File: src/rtl/ring_watch_pkg.sv
package ring_watch_pkg;

  typedef enum logic [0:0] {
    REQ_IDLE = 1'b0,
    REQ_WAIT = 1'b1
  } req_state_e;

endpackage

File: src/rtl/ring_space_calc.sv
module ring_space_calc #(
  parameter int HEAD_W   = 32,
  parameter int PTR_W    = 16,
  parameter int ADDR_LSB = 2,
  parameter int GUARD    = 8
) (
  input  logic                    clk,
  input  logic                    rst_n,
  input  logic [HEAD_W-1:0]       head_raw,
  input  logic [PTR_W-1:0]        tail_raw,
  input  logic [PTR_W:0]          ring_size,
  output logic [PTR_W-1:0]        head_m,
  output logic signed [PTR_W+1:0] space,
  output logic                    empty
);
  localparam int SW = PTR_W + 2;
  localparam logic [PTR_W-1:0] LOW_MASK   = PTR_W'((1 << ADDR_LSB) - 1);
  localparam logic [PTR_W-1:0] FIELD_MASK = ~LOW_MASK;

  logic [PTR_W-1:0] tail_m;

  // keep only the address field of the head
  function automatic logic [PTR_W-1:0] addr_field(input logic [PTR_W-1:0] low_bits);
    return low_bits & FIELD_MASK;
  endfunction

  // signed free bytes with guard gap and one size correction
  function automatic logic signed [SW-1:0] free_bytes(
    input logic [PTR_W-1:0] h,
    input logic [PTR_W-1:0] t,
    input logic [PTR_W:0]   s
  );
    logic signed [SW-1:0] d;
    d = $signed({2'b00, h}) - $signed({2'b00, t}) - $signed(SW'(GUARD));
    if (d < 0) d = d + $signed({1'b0, s});
    return d;
  endfunction

  generate
    if (HEAD_W > PTR_W) begin : g_upper
      logic unused_head_upper;
      assign unused_head_upper = ^head_raw[HEAD_W-1:PTR_W];
    end
  endgenerate

  assign head_m = addr_field(head_raw[PTR_W-1:0]);
  assign tail_m = tail_raw & PTR_W'(ring_size - 1'b1);
  assign space  = free_bytes(head_m, tail_m, ring_size);
  assign empty  = (head_m == tail_m);

  // an empty ring reports the whole ring minus the guard gap
  assert_empty_space_R3: assert property (@(posedge clk) disable iff (!rst_n)
    empty |-> (space == ($signed({1'b0, ring_size}) - $signed(SW'(GUARD)))));

  // masked tail always lies inside the ring
  assert_tail_inside_R12: assert property (@(posedge clk) disable iff (!rst_n)
    ({1'b0, tail_m} < ring_size));

  // the head used is always aligned to the address field
  assert_head_aligned_R1: assert property (@(posedge clk) disable iff (!rst_n)
    ((head_m & LOW_MASK) == '0));

endmodule

File: src/rtl/ring_stall_timer.sv
module ring_stall_timer #(
  parameter int PTR_W      = 16,
  parameter int POLL_LIMIT = 10000
) (
  input  logic             clk,
  input  logic             rst_n,
  input  logic             arm,
  input  logic             poll_miss,
  input  logic [PTR_W-1:0] head_m,
  output logic             moved,
  output logic             expire
);
  localparam int CW = $clog2(POLL_LIMIT + 1);
  localparam logic [CW-1:0] LIMIT_C = CW'(POLL_LIMIT);

  logic [CW-1:0]    cnt;
  logic [CW-1:0]    next_cnt;
  logic [PTR_W-1:0] last_head;

  assign moved    = (head_m != last_head);
  assign next_cnt = moved ? CW'(1) : cnt + 1'b1;
  assign expire   = poll_miss && (next_cnt >= LIMIT_C);

  always_ff @(posedge clk or negedge rst_n) begin
    if (!rst_n) begin
      cnt       <= '0;
      last_head <= '0;
    end else if (arm) begin
      cnt       <= '0;
      last_head <= head_m;
    end else if (poll_miss) begin
      cnt       <= next_cnt;
      last_head <= head_m;
    end
  end

  // the window counter never runs past its limit
  assert_cnt_bound_R6: assert property (@(posedge clk) disable iff (!rst_n)
    cnt <= LIMIT_C);

  // a failed check that sees head movement opens a fresh window
  assert_restart_R7: assert property (@(posedge clk) disable iff (!rst_n)
    (poll_miss && moved && !arm) |=> (cnt == CW'(1)));

  // arming clears the window
  assert_arm_clear_R6: assert property (@(posedge clk) disable iff (!rst_n)
    arm |=> (cnt == '0));

endmodule

File: src/rtl/ring_req_ctrl.sv
module ring_req_ctrl
  import ring_watch_pkg::*;
#(
  parameter int PTR_W = 16,
  parameter int GUARD = 8
) (
  input  logic                    clk,
  input  logic                    rst_n,
  input  logic                    start,
  input  logic                    drain,
  input  logic [PTR_W:0]          req_bytes,
  input  logic [PTR_W:0]          ring_size,
  input  logic                    tick,
  input  logic signed [PTR_W+1:0] space,
  input  logic                    expire,
  output logic                    arm,
  output logic                    poll_miss,
  output logic                    ready_q,
  output logic                    timeout_q
);
  req_state_e     state;
  logic [PTR_W:0] need;
  logic           enough;
  logic           polling;

  assign enough    = space >= $signed({1'b0, need});
  assign polling   = (state == REQ_WAIT) && tick;
  assign arm       = (state == REQ_IDLE) && start;
  assign poll_miss = polling && !enough;

  always_ff @(posedge clk or negedge rst_n) begin
    if (!rst_n) begin
      state     <= REQ_IDLE;
      need      <= '0;
      ready_q   <= 1'b0;
      timeout_q <= 1'b0;
    end else begin
      ready_q   <= 1'b0;
      timeout_q <= 1'b0;
      if (arm) begin
        need  <= drain ? (ring_size - (PTR_W+1)'(GUARD)) : req_bytes;
        state <= REQ_WAIT;
      end else if (polling) begin
        if (enough) begin
          ready_q <= 1'b1;
          state   <= REQ_IDLE;
        end else if (expire) begin
          timeout_q <= 1'b1;
          state     <= REQ_IDLE;
        end
      end
    end
  end

  // ready lasts one cycle
  assert_ready_pulse_R4: assert property (@(posedge clk) disable iff (!rst_n)
    ready_q |=> !ready_q);

  // timeout lasts one cycle
  assert_timeout_pulse_R6: assert property (@(posedge clk) disable iff (!rst_n)
    timeout_q |=> !timeout_q);

  // outcomes are exclusive
  assert_exclusive_R9: assert property (@(posedge clk) disable iff (!rst_n)
    !(ready_q && timeout_q));

  // an outcome needs a pending request one cycle earlier
  assert_outcome_pending_R9: assert property (@(posedge clk) disable iff (!rst_n)
    (ready_q || timeout_q) |-> ($past(state) == REQ_WAIT));

  // a strobe during a pending wait leaves the need untouched
  assert_start_ignored_R8: assert property (@(posedge clk) disable iff (!rst_n)
    (state == REQ_WAIT && start) |=> $stable(need));

  // drain mode asks for ring size minus the guard gap
  assert_drain_need_R5: assert property (@(posedge clk) disable iff (!rst_n)
    (arm && drain) |=> (need == $past(ring_size) - (PTR_W+1)'(GUARD)));

  // no tick, no outcome
  assert_tick_only_R11: assert property (@(posedge clk) disable iff (!rst_n)
    (state == REQ_WAIT && !tick) |=> !(ready_q || timeout_q));

endmodule

File: src/rtl/ring_space_watch.sv
module ring_space_watch #(
  parameter int HEAD_W     = 32,
  parameter int PTR_W      = 16,
  parameter int ADDR_LSB   = 2,
  parameter int GUARD      = 8,
  parameter int POLL_LIMIT = 10000
) (
  input  logic                    clk,
  input  logic                    rst_n,
  input  logic [HEAD_W-1:0]       head_raw_i,
  input  logic [PTR_W-1:0]        tail_i,
  input  logic [PTR_W:0]          ring_size_i,
  input  logic [PTR_W:0]          req_bytes_i,
  input  logic                    drain_i,
  input  logic                    start_i,
  input  logic                    tick_i,
  output logic signed [PTR_W+1:0] space_o,
  output logic                    empty_o,
  output logic                    ready_o,
  output logic                    timeout_o
);
  logic [PTR_W-1:0]        head_m;
  logic signed [PTR_W+1:0] space_w;
  logic                    arm_w;
  logic                    poll_miss_w;
  logic                    moved_w;
  logic                    expire_w;

  ring_space_calc #(
    .HEAD_W(HEAD_W), .PTR_W(PTR_W), .ADDR_LSB(ADDR_LSB), .GUARD(GUARD)
  ) u_calc (
    .clk(clk), .rst_n(rst_n),
    .head_raw(head_raw_i), .tail_raw(tail_i), .ring_size(ring_size_i),
    .head_m(head_m), .space(space_w), .empty(empty_o)
  );

  ring_stall_timer #(
    .PTR_W(PTR_W), .POLL_LIMIT(POLL_LIMIT)
  ) u_timer (
    .clk(clk), .rst_n(rst_n),
    .arm(arm_w), .poll_miss(poll_miss_w), .head_m(head_m),
    .moved(moved_w), .expire(expire_w)
  );

  ring_req_ctrl #(
    .PTR_W(PTR_W), .GUARD(GUARD)
  ) u_ctrl (
    .clk(clk), .rst_n(rst_n),
    .start(start_i), .drain(drain_i), .req_bytes(req_bytes_i),
    .ring_size(ring_size_i), .tick(tick_i), .space(space_w),
    .expire(expire_w), .arm(arm_w), .poll_miss(poll_miss_w),
    .ready_q(ready_o), .timeout_q(timeout_o)
  );

  assign space_o = space_w;

  // expiry is never declared on a check that saw the head move, unless the window is one check long
  assert_no_expire_on_move_R7: assert property (@(posedge clk) disable iff (!rst_n)
    (expire_w && moved_w) |-> (POLL_LIMIT <= 1));

endmodule

File: config.mk
export PLATFORM = sky130hd
export DESIGN_NAME = ring_space_watch
export DESIGN_NICKNAME = d
export VERILOG_FILES = /design/src/rtl/ring_watch_pkg.sv /design/src/rtl/ring_space_calc.sv /design/src/rtl/ring_stall_timer.sv /design/src/rtl/ring_req_ctrl.sv /design/src/rtl/ring_space_watch.sv
export SDC_FILE = /design/constraint.sdc
export NUM_CORES = 1
export LEC_CHECK = 0
export BUFFER_PORTS_ARGS = -buffer_cell sky130_fd_sc_hd__clkbuf_2
export CAP_MARGIN = 20
export CORE_MARGIN = 2
export CORE_UTILIZATION = 50
export CTS_CLUSTER_DIAMETER = 30
export CTS_CLUSTER_SIZE = 12
export DETAILED_ROUTE_END_ITERATION = 6
export GPL_ROUTABILITY_DRIVEN = 0
export PLACE_DENSITY = 0.84
export SLEW_MARGIN = 20
export SYNTH_ARGS = -nofsm -noshare
export SYNTH_HDL_FRONTEND = slang
export SYNTH_SLANG_ARGS = --single-unit
File: constraint.sdc
create_clock -name clk -period 32.4 [get_ports clk]
set_input_delay 9.72 -clock clk [delete_from_list [all_inputs] [get_ports clk]]
set_output_delay 9.72 -clock clk [all_outputs]
set_load 0.005 [all_outputs]
==> results of run 1 <==
[layout make-up]
class / instances / area (sq um) / share of cell area (%)
multi-input combinational: 598 / 4090 / 66.0
sequential: 48 / 1200 / 19.4
timing repair buffer: 91 / 460 / 7.42
tap: 140 / 175 / 2.82
inverter: 42 / 158 / 2.54
clock buffer: 5 / 68.8 / 1.11
clock inverter: 3 / 47.5 / 0.766
[where the power goes]
| group | leakage (nW) | switching (mW) | internal (mW) |
|---|---|---|---|
| clock | 0.0583 | 0.0227 | 0.0233 |
| sequential | 0.604 | 0.0106 | 0.0808 |
| combinational | 2.27 | 0.135 | 0.0952 |
| total | 2.93 | 0.168 | 0.199 |
[registers in the layout, summed over array words and instances (netlist names)]
register,flops
u_ctrl.need,17
u_timer.cnt,14
u_timer.last_head,14
u_ctrl.ready_q,1
u_ctrl.state,1
u_ctrl.timeout_q,1
[critical path, cell delays in order]
cell       delay, ns
clkbuf_2        0.13
inv_1           0.16
ha_1            0.16
nor2b_1         0.43
nand2b_1        0.19
xnor2_1         0.17
nand2_1         0.12
ha_1            0.35
and2_1          0.23
a221o_4         0.49
or3_4           0.39
a32oi_1         0.34
o2111ai_1       0.21
a311oi_1        0.32
a31oi_1         0.07
or2_1           0.24
xnor2_1         0.26
ha_1            0.32
inv_1           0.10
nor2_1          0.05
nor2_1          0.12
o21ai_0         0.23
a21o_1          0.25
a21oi_1         0.17
xor2_1          0.09
o22ai_1         0.27
clkbuf_2        0.17
[metrics by stage]
stage	power [mW]	std cells	worst slack [ns]	instance area, sq um	hold slack (ns)
floorplan	0.261	713	8.18	5580	0.459
global placement	0.312	919	7.11	6090	0.469
detailed placement	0.319	919	7.02	6090	0.477
CTS	0.366	927	6.98	6200	0.500
global route	0.403	927	6.51	6200	0.528
finish	0.367	927	6.93	6200	0.495
[cells in the final DEF (no fill, tap or decap), drive strengths merged, types with 17 or more instances in the layout]
master  instances
dfrtp          48
a21oi          36
o21ai          43
inv            42
ha             57
xnor2          50
a21o           17
xor2           30
nand2         124
clkbuf         94
nor2           43
[path summary, 6_finish.rpt]
kind                                                  startpoint                                end  slack (ns)  cells after the start
worst min register to register  u_timer.last_head[9]$_DFFE_PN0P_   u_timer.last_head[9]$_DFFE_PN0P_        0.50                      2
max in group asynchronous                                  rst_n         u_ctrl.need[9]$_DFFE_PN0P_       22.46                      2
worst min-delay path            u_timer.last_head[9]$_DFFE_PN0P_   u_timer.last_head[9]$_DFFE_PN0P_        0.50                      2
worst max-delay path                              ring_size_i[3]                        space_o[15]        6.93                     27
worst max register to register       u_ctrl.need[11]$_DFFE_PN0P_         u_timer.cnt[8]$_DFFE_PN0P_       29.10                     11
min in group asynchronous                                  rst_n  u_timer.last_head[10]$_DFFE_PN0P_        9.48                      2
[cells by family (layout without fill, tap and decap cells)]
logic type                 Yosys count  in the layout
AOI/OAI and AO/OA                  187            187
muxes                               12             12
buffers and inverters               67            141
xor gates and xnor gates            80             80
DFF                                 48             48
other                                1              1
adders and majority gates           58             58
and+or+nand+nor                    260            260
[metal layers]
layer	wire [microns]	GRT usage, %
met2	6360	38.6
met1	6710	34.9
met5	0	0
met3	909	2.96
met4	609	11.5
==> key figures, run 1 <==
Floorplanning
  • Die Wd: around 110 microns
  • Initial core utilization: 51.5%
  • # IOs: about 110
  • Core area: between 10,000 and 15,000 sq um
  • Die ar.: about 12,000 sq um
  • Die height: between 100 and 150 microns
  • Row Count: 38

Placed design
  • Hpwl dp: 11,800 microns
  • IO Port Bufs: between 80 and 90

GRT
  • Largest net degree at the start of global routing: 49
  • GR Overflow Total: 0
  • Vias in the first global route: between 4,000 and 5,000
  • First-pass GRT wire length: 23,600 microns
  • All-Layer GR Usage: 25.0%
  • Initial antenna violation count: 0

Setup path
  • Req. time, crit path: between 20 and 25 ns
  • CP Max Fanout: 7
  • Crit start category: input port
  • Critical path endpoint category: output pin
  • Kind of critical path: in2out
  • Arr. time, crit path: 15.75 ns

Synthesis
  • Post-Syn Instances: 713
  • Netlist cell types: 71
  • Main combinational cell family by area after synthesis: compound AO/OA/AOI/OAI gates
  • Synth cell count leaders: 124 x nand2_1, 57 x ha_1, 49 x xnor2_1
  • Main area contributors after synthesis: dfrtp_1 22%, ha_1 13%, nand2_1 8.3%
  • Mux contribution to synthesized area: 2.27%
  • Synth Area per Inst: roughly 7.8 sq um
  • Most common cell in the synthesized netlist: nand2_1
  • Post-synth top flop: dfrtp_1
  • Post-synthesis compound-gate area fraction: roughly 23%
  • Register area share after synthesis: between 20 and 25%
  • Adder-Cell Fraction of Synth Area: a little over an eighth
  • Synth Cell Area: about 5600 sq um
  • Largest area contributor in the netlist: dfrtp_1
  • Synth async-reset ratio: 100%
  • EDFF count, synth: 0
  • Yosys warns: 0
  • Simple-gate portion of the synthesized area: ~22%
  • XOR/XNOR Fraction of Synth Area: about an eighth
  • Synth Register Bits: 48
  • Post-synth top area share: 21.5%
  • Mapped Nets: ~860

STA
  • RSZ-0062 raised after global routing: false
  • Fmax: around 0.039 GHz
  • Post-route minimum period: ~25 ns
  • Final setup fails: 0
  • Slew @ Worst Pin: ~1.1 ns
  • Final period util: ~79%
  • Fin. max-slew vios: 0
  • Fin. Hold Viols: 0
  • Clock skew: around 0.011 ns
  • Max_slew headroom: 29.5%
  • Setup TNS: 0 ns

Cells and area
  • Synth-to-layout area growth: 11.2%
  • Final core utilization: 57.2%
  • Fin nets: roughly 930
  • Antenna diode count: 0
  • Fillcell total: between 1,000 and 1,500
  • Layout cells sized above 1: approximately 15%

Detailed routing
  • DRT Pass-1 Iters: 5
  • Avg WL per Cell: between 15 and 20 microns
  • Post-route ant nets: 0
  • Vias: 5,306
  • Iteration-0 DRC count of the detailed router: ~350
  • Post-Route WL: 14,600 microns
  • Vias per cell: 5.72
  • Remaining DRCs: 0

Clock network
  • Htree depth: 2
  • CTS tree: yes
  • Root Buffer: clkbuf_8
  • CTS Hold Bufs: 0
  • Clk Latency, worst-skew pair: between 0.3 and 0.4 ns
  • CTS Buffer Depth: 2
  • TritonCTS Buffers: 5
  • Clock net sink count: 48
  • Post_cts resized: 0
  • Post-CTS Setup Inserts: 0
  • Clock Pin Slew Worst Setup and Hold Paths: approximately 0.10 ns

Pwr
  • Pleak: slightly below 3 nW
  • Max VDD drop: 0.0323 mV
  • Pwr dens: slightly below 60 nW/um^2

Run status
  • Status: complete, no violations

Worst hold path
  • Hold Path Class: reg2reg

Flow run
  • Max-Cap Viols: 0
Power figures use the tool's default switching activity.
==> inputs of run 2 (changes only) <==
- PLACE_DENSITY: 0.84 -> 0.87
- clock period: 32.4 -> 22.1 ns (I/O delays scaled with it)
==> key figures, run 2 (synthesis gave the netlist of run 1 again) <==
Detailed routing
  • Post-route ant nets: 0 (unchanged)
  • Avg WL per Cell: 15.9 microns (was 15.7 microns)
  • Vias per cell: 5.79 (was 5.72)
  • Vias: 5,364 (was 5,306)
  • Iteration-0 DRC count of the detailed router: 361 (was 349)
  • Post-Route WL: 14,800 microns (was 14,600 microns)
  • Remaining DRCs: 0 (unchanged)
  • DRT Pass-1 Iters: 5 (unchanged)

STA
  • Hold slack: 0.497 ns (was 0.495 ns)
  • Max_slew headroom: 26.7% (was 29.5%)
  • Fin. max-slew vios: 0 (unchanged)
  • Final period util: just under 90%
  • Fmax: 0.0518 GHz
  • Fin. Hold Viols: 0 (unchanged)
  • RSZ-0062 raised after global routing: false (unchanged)
  • Setup TNS: 0 ns (unchanged)
  • Post-route minimum period: roughly 19 ns
  • Clock skew: 0.0103 ns (was 0.0114 ns)
  • Slew @ Worst Pin: 1.10 ns (was 1.06 ns)
  • Final setup fails: 0 (unchanged)

Floorplanning
  • # IOs: 108 (unchanged)
  • Core area: 10,800 sq um (unchanged)
  • Die height: 110 microns (unchanged)
  • Initial core utilization: 51.5% (unchanged)
  • Die Wd: 110 microns (unchanged)
  • Row Count: 38 (unchanged)
  • Die ar.: 12,000 sq um (unchanged)

Flow run
  • Max-Cap Viols: 0 (unchanged)

Cells and area
  • Max reg flops: 17 (unchanged)
  • Top flop regs: u_ctrl.need: 17 flops, u_timer.cnt: 14 flops, u_timer.last_head: 14 flops (unchanged)
  • Layout Cells excl Fill: 927 (unchanged)
  • Layout cells sized above 1: 15.2% (unchanged)
  • Top reg by flops: u_ctrl.need (unchanged)
  • Commonest non-fill, non-tap cell in the layout: nand2_1 (unchanged)
  • Antenna diode count: 0 (unchanged)
  • Commonest cells after routing, fill and taps aside: 124 x nand2_1, 89 x clkbuf_2, 57 x ha_1 (unchanged)
  • Synth-to-layout area growth: 11.3% (was 11.2%)
  • Final core utilization: 57.3% (was 57.2%)
  • Fin nets: 931 (unchanged)

GRT
  • Initial antenna violation count: 0 (unchanged)
  • Largest net degree at the start of global routing: 49 (unchanged)
  • All-Layer GR Usage: 25.1% (was 25.0%)
  • First-pass GRT wire length: 23,600 microns (about the same)
  • GR Overflow Total: 0 (unchanged)
  • Vias in the first global route: 4,882 (was 4,824)

Clock network
  • Clock Pin Slew Worst Setup and Hold Paths: 0.09 ns (was 0.10 ns)
  • Post_cts resized: 0 (unchanged)
  • CTS Hold Bufs: 0 (unchanged)
  • Clk Latency, worst-skew pair: 0.32 ns (about the same)
  • Htree depth: 2 (unchanged)
  • Root Buffer: clkbuf_8 (unchanged)
  • Clock net sink count: 48 (unchanged)
  • Post-CTS Setup Inserts: 0 (unchanged)
  • CTS tree: yes (unchanged)
  • TritonCTS Buffers: 5 (unchanged)
  • CTS Buffer Depth: 2 (unchanged)

Pwr
  • Pwr dens: 87.1 nW/um^2 (was 59.2 nW/um^2)
  • Max VDD drop: 0.0597 mV (was 0.0323 mV)
  • Pleak: 2.93 nW (about the same)

Placed design
  • Hpwl dp: 11,900 microns (was 11,800 microns)
  • Placed Cells: 919 (unchanged)
  • IO Port Bufs: 89 (unchanged)

Setup path
  • Req. time, crit path: 15.47 ns (was 22.68 ns)
  • Critical path endpoint category: output pin (unchanged)
  • Kind of critical path: in2out (unchanged)
  • Arr. time, crit path: 12.67 ns (was 15.75 ns)
  • Crit start category: input port (unchanged)
  • CP Max Fanout: 7 (unchanged)

Run status
  • Status: complete, no violations (unchanged)

Worst hold path
  • Hold Path Class: reg2reg (unchanged)
## run 2: cell types whose count changed in the layout (fill, tap and decap cells not counted), sizes merged
cell / before / now
clkbuf: 94 / 95
clkinv: 2 / 1
## run 2: per-layer routing
metal  vias to the layer above  part of all wire (%)  GRT usage (%)
met5                         -                     0              0
met4                         0                   4.3           11.1
met3                        33                   5.5           3.32
met2                       179                    44           40.1
met1                      2479                    46           33.7
li1                       2673                     -              -
## run 2: area by class of cell
cell class                 instances  area (sq um)
clock buffer                       6          82.6
clock inverter                     2          38.8
fill                            1000          4630
inverter                          42           158
multi-input combinational        598          4090
sequential                        48          1200
tap                              140           175
timing repair buffer              91           460
## run 2: critical path: stages
cell	delay, ns
clkbuf_2	0.13
inv_1	0.17
ha_1	0.16
nor2b_1	0.43
nand2b_1	0.19
xnor2_1	0.18
nand2_1	0.12
ha_1	0.35
and2_1	0.24
a221o_4	0.50
or3_4	0.39
a32oi_1	0.35
o2111ai_1	0.21
a311oi_1	0.31
a31oi_1	0.07
or2_1	0.24
xnor2_1	0.24
ha_1	0.31
inv_1	0.10
nor2_1	0.05
nor2_1	0.10
o21ai_0	0.22
a21o_1	0.25
a21oi_1	0.16
xor2_1	0.09
o22ai_1	0.27
clkbuf_2	0.17
## run 2: stage by stage
step | total power, mW | cell area (sq um) | worst slack [ns]
2_1_floorplan | 0.383 | 5580 | 4.06
3_3_place_gp | 0.456 | 6090 | 2.99
3_5_place_dp | 0.467 | 6090 | 2.91
4_1_cts | 0.538 | 6210 | 2.87
5_1_grt | 0.591 | 6210 | 2.33
6_report | 0.541 | 6210 | 2.80
## run 2: worst paths after layout
path | start | endpoint | slack (ns) | cells past startpoint
max in group asynchronous | rst_n | u_ctrl.need[12]$_DFFE_PN0P_ | 15.27 | 2
min reg2reg | u_timer.last_head[6]$_DFFE_PN0P_ | u_timer.last_head[6]$_DFFE_PN0P_ | 0.50 | 2
max | ring_size_i[3] | space_o[15] | 2.80 | 27
max reg2reg | u_ctrl.need[13]$_DFFE_PN0P_ | u_timer.cnt[10]$_DFFE_PN0P_ | 18.70 | 11
min in group asynchronous | rst_n | u_timer.last_head[8]$_DFFE_PN0P_ | 6.39 | 2
min | u_timer.last_head[6]$_DFFE_PN0P_ | u_timer.last_head[6]$_DFFE_PN0P_ | 0.50 | 2
## run 2: power by group
group	switching, mW	internal (mW)
combinational	0.198	0.139
clock	0.0323	0.0370
sequential	0.0160	0.118
total	0.246	0.295
==> inputs of run 3 (changes only) <==
--- a/constraint.sdc
+++ b/constraint.sdc
@@ -3,2 +3,2 @@
 set_output_delay 6.63 -clock clk [all_outputs]
-set_load 0.005 [all_outputs]
+set_load 0.02 [all_outputs]
==> key figures, run 3 (synthesis gave the netlist of run 1 again) <==
Clock network
  • Clk Latency, worst-skew pair: 0.32 ns (about the same)
  • CTS tree: yes (unchanged)
  • Clock net sink count: 48 (unchanged)
  • TritonCTS Buffers: 5 (unchanged)
  • Root Buffer: clkbuf_8 (unchanged)
  • Htree depth: 2 (unchanged)
  • CTS Buffer Depth: 2 (unchanged)
  • Clock Pin Slew Worst Setup and Hold Paths: 0.09 ns (about the same)
  • CTS Hold Bufs: 0 (unchanged)
  • Post_cts resized: 0 (unchanged)
  • Post-CTS Setup Inserts: 0 (unchanged)

Placed design
  • Hpwl dp: 11,900 microns (about the same)
  • IO Port Bufs: 89 (unchanged)
  • Worst slack, placed: 2.83 ns (was 2.91 ns)
  • Placed Cells: 919 (unchanged)

Setup path
  • WP buf/inv: 4 (unchanged)
  • Kind of critical path: in2out (unchanged)
  • Arr. time, crit path: 12.79 ns (was 12.67 ns)
  • Crit start category: input port (unchanged)
  • Top delay family on crit path: compound AO/OA/AOI/OAI gates (unchanged)
  • CP max stage delay: 0.49 ns (was 0.50 ns)
  • Crit path launch: ring_size_i[3] (unchanged)
  • Critical path endpoint category: output pin (unchanged)
  • Crit path max-delay cell type: a221o_4 (unchanged)
  • CP Max Fanout: 7 (unchanged)
  • Worst r2r src: u_ctrl.need[13]$_DFFE_PN0P_ (unchanged)
  • Req. time, crit path: 15.47 ns (about the same)
  • Cell mode on critical path: ha_1 (unchanged)

GRT
  • First-pass GRT wire length: 23,500 microns (was 23,600 microns)
  • GRT met1 Usage: 34.2% (was 33.7%)
  • Met2 Use GR: 39.5% (was 40.1%)
  • Met3 Use GR: 2.73% (was 3.32%)
  • Largest net degree at the start of global routing: 49 (unchanged)
  • Vias in the first global route: 4,866 (was 4,882)
  • Gr busiest metal: met2 (unchanged)
  • All-Layer GR Usage: 25.0% (was 25.1%)
  • Initial antenna violation count: 0 (unchanged)
  • GR Overflow Total: 0 (unchanged)

Flow run
  • Max-Cap Viols: 0 (unchanged)

Floorplanning
  • # IOs: 108 (unchanged)
  • Die height: 110 microns (unchanged)
  • Die Wd: 110 microns (unchanged)
  • Core area: 10,800 sq um (unchanged)
  • Row Count: 38 (unchanged)
  • Initial core utilization: 51.5% (unchanged)
  • Die ar.: 12,000 sq um (unchanged)

Detailed routing
  • Vias per cell: 5.80 (was 5.79)
  • Avg WL per Cell: 15.9 microns (about the same)
  • Remaining DRCs: 0 (unchanged)
  • Vias: 5,375 (was 5,364)
  • DRT Pass-1 Iters: 5 (unchanged)
  • Post-Route WL: 14,700 microns (was 14,800 microns)
  • Iteration-0 DRC count of the detailed router: 392 (was 361)
  • Post-route ant nets: 0 (unchanged)

Cells and area
  • Fillcell total: 1,004 (was 1,000)
  • Max reg flops: 17 (unchanged)
  • Fin nets: 931 (unchanged)
  • Layout cells sized above 1: 15.2% (unchanged)
  • Synth-to-layout area growth: 11.4% (was 11.3%)
  • Final core utilization: 57.3% (about the same)
  • Antenna diode count: 0 (unchanged)
  • Commonest non-fill, non-tap cell in the layout: nand2_1 (unchanged)
  • Top flop regs: u_ctrl.need: 17 flops, u_timer.cnt: 14 flops, u_timer.last_head: 14 flops (unchanged)
  • Top reg by flops: u_ctrl.need (unchanged)
  • Layout Cells excl Fill: 927 (unchanged)
  • Commonest cells after routing, fill and taps aside: 124 x nand2_1, 89 x clkbuf_2, 57 x ha_1 (unchanged)
  • Area of the multi-input gates: 4090 sq um (unchanged)
  • Storage cell area: 1200 sq um (unchanged)

STA
  • Clock skew: 0.00845 ns (was 0.0103 ns)
  • Setup ws final: 2.68 ns (was 2.80 ns)
  • Hold slack: 0.494 ns (was 0.497 ns)
  • Post-route minimum period: 19.42 ns (was 19.30 ns)
  • Slew @ Worst Pin: 1.07 ns (was 1.10 ns)
  • Max_slew headroom: 28.9% (was 26.7%)
  • Final period util: 87.9% (was 87.3%)
  • RSZ-0062 raised after global routing: false (unchanged)
  • Fmax: 0.0515 GHz (was 0.0518 GHz)
  • Setup TNS: 0 ns (unchanged)
  • Fin. Hold Viols: 0 (unchanged)
  • Fin. max-slew vios: 0 (unchanged)
  • Final setup fails: 0 (unchanged)

Pwr
  • Max VDD drop: 0.0713 mV (was 0.0597 mV)
  • Pwr dens: 90.2 nW/um^2 (was 87.1 nW/um^2)
  • Pleak: 2.94 nW (was 2.93 nW)

Run status
  • Status: complete, no violations (unchanged)

Worst hold path
  • Hold Path Class: reg2reg (unchanged)
  • HP Start: u_timer.last_head[3]$_DFFE_PN0P_ (was u_timer.last_head[6]$_DFFE_PN0P_)
[run 3: cell count changes in the layout (fill, tap and decap cells not counted), sizes merged]
cell	change
clkinv	-1
clkbuf	+1
[run 3: layer usage]
layer  up-vias  part of all wire, %
met1      2479                   46
met3        31                  5.6
met5         -                    0
li1       2679                    -
met2       186                   45
met4         0                  4.2
[run 3: cell type report]
cell class | instances | share of cell area [%]
clock buffer | 7 | 1.55
clock inverter | 1 | 0.483
inverter | 42 | 2.54
multi-input combinational | 598 | 65.9
sequential | 48 | 19.3
tap | 140 | 2.82
timing repair buffer | 91 | 7.41
[run 3: worst paths after layout]
| check | to | cells after the start | slack, ns |
|---|---|---|---|
| max in group asynchronous | u_ctrl.need[7]$_DFFE_PN0P_ | 2 | 15.28 |
| worst max-delay path | space_o[15] | 27 | 2.68 |
| worst min-delay path | u_timer.last_head[3]$_DFFE_PN0P_ | 2 | 0.49 |
| worst max register to register | u_timer.cnt[11]$_DFFE_PN0P_ | 11 | 18.86 |
| min in group asynchronous | u_timer.last_head[7]$_DFFE_PN0P_ | 2 | 6.39 |
| worst min register to register | u_timer.last_head[3]$_DFFE_PN0P_ | 2 | 0.49 |
[run 3: power by group]
group	internal (mW)	switching (mW)	leakage (nW)
sequential	0.119	0.0165	0.604
combinational	0.140	0.215	2.27
clock	0.0400	0.0310	0.0645
total	0.298	0.262	2.94
[run 3: stage by stage]
stage	power (mW)	cell area, sq um
final	0.560	6210
after global routing	0.612	6210
after CTS	0.558	6210
after detailed placement	0.486	6090
after global placement	0.474	6090
after floorplan	0.401	5580
[run 3: worst min-delay path: stages, from the launching register on]
cell and delay (ns):
dfrtp_1 0.37, nand2_1 0.05, nand2_1 0.05
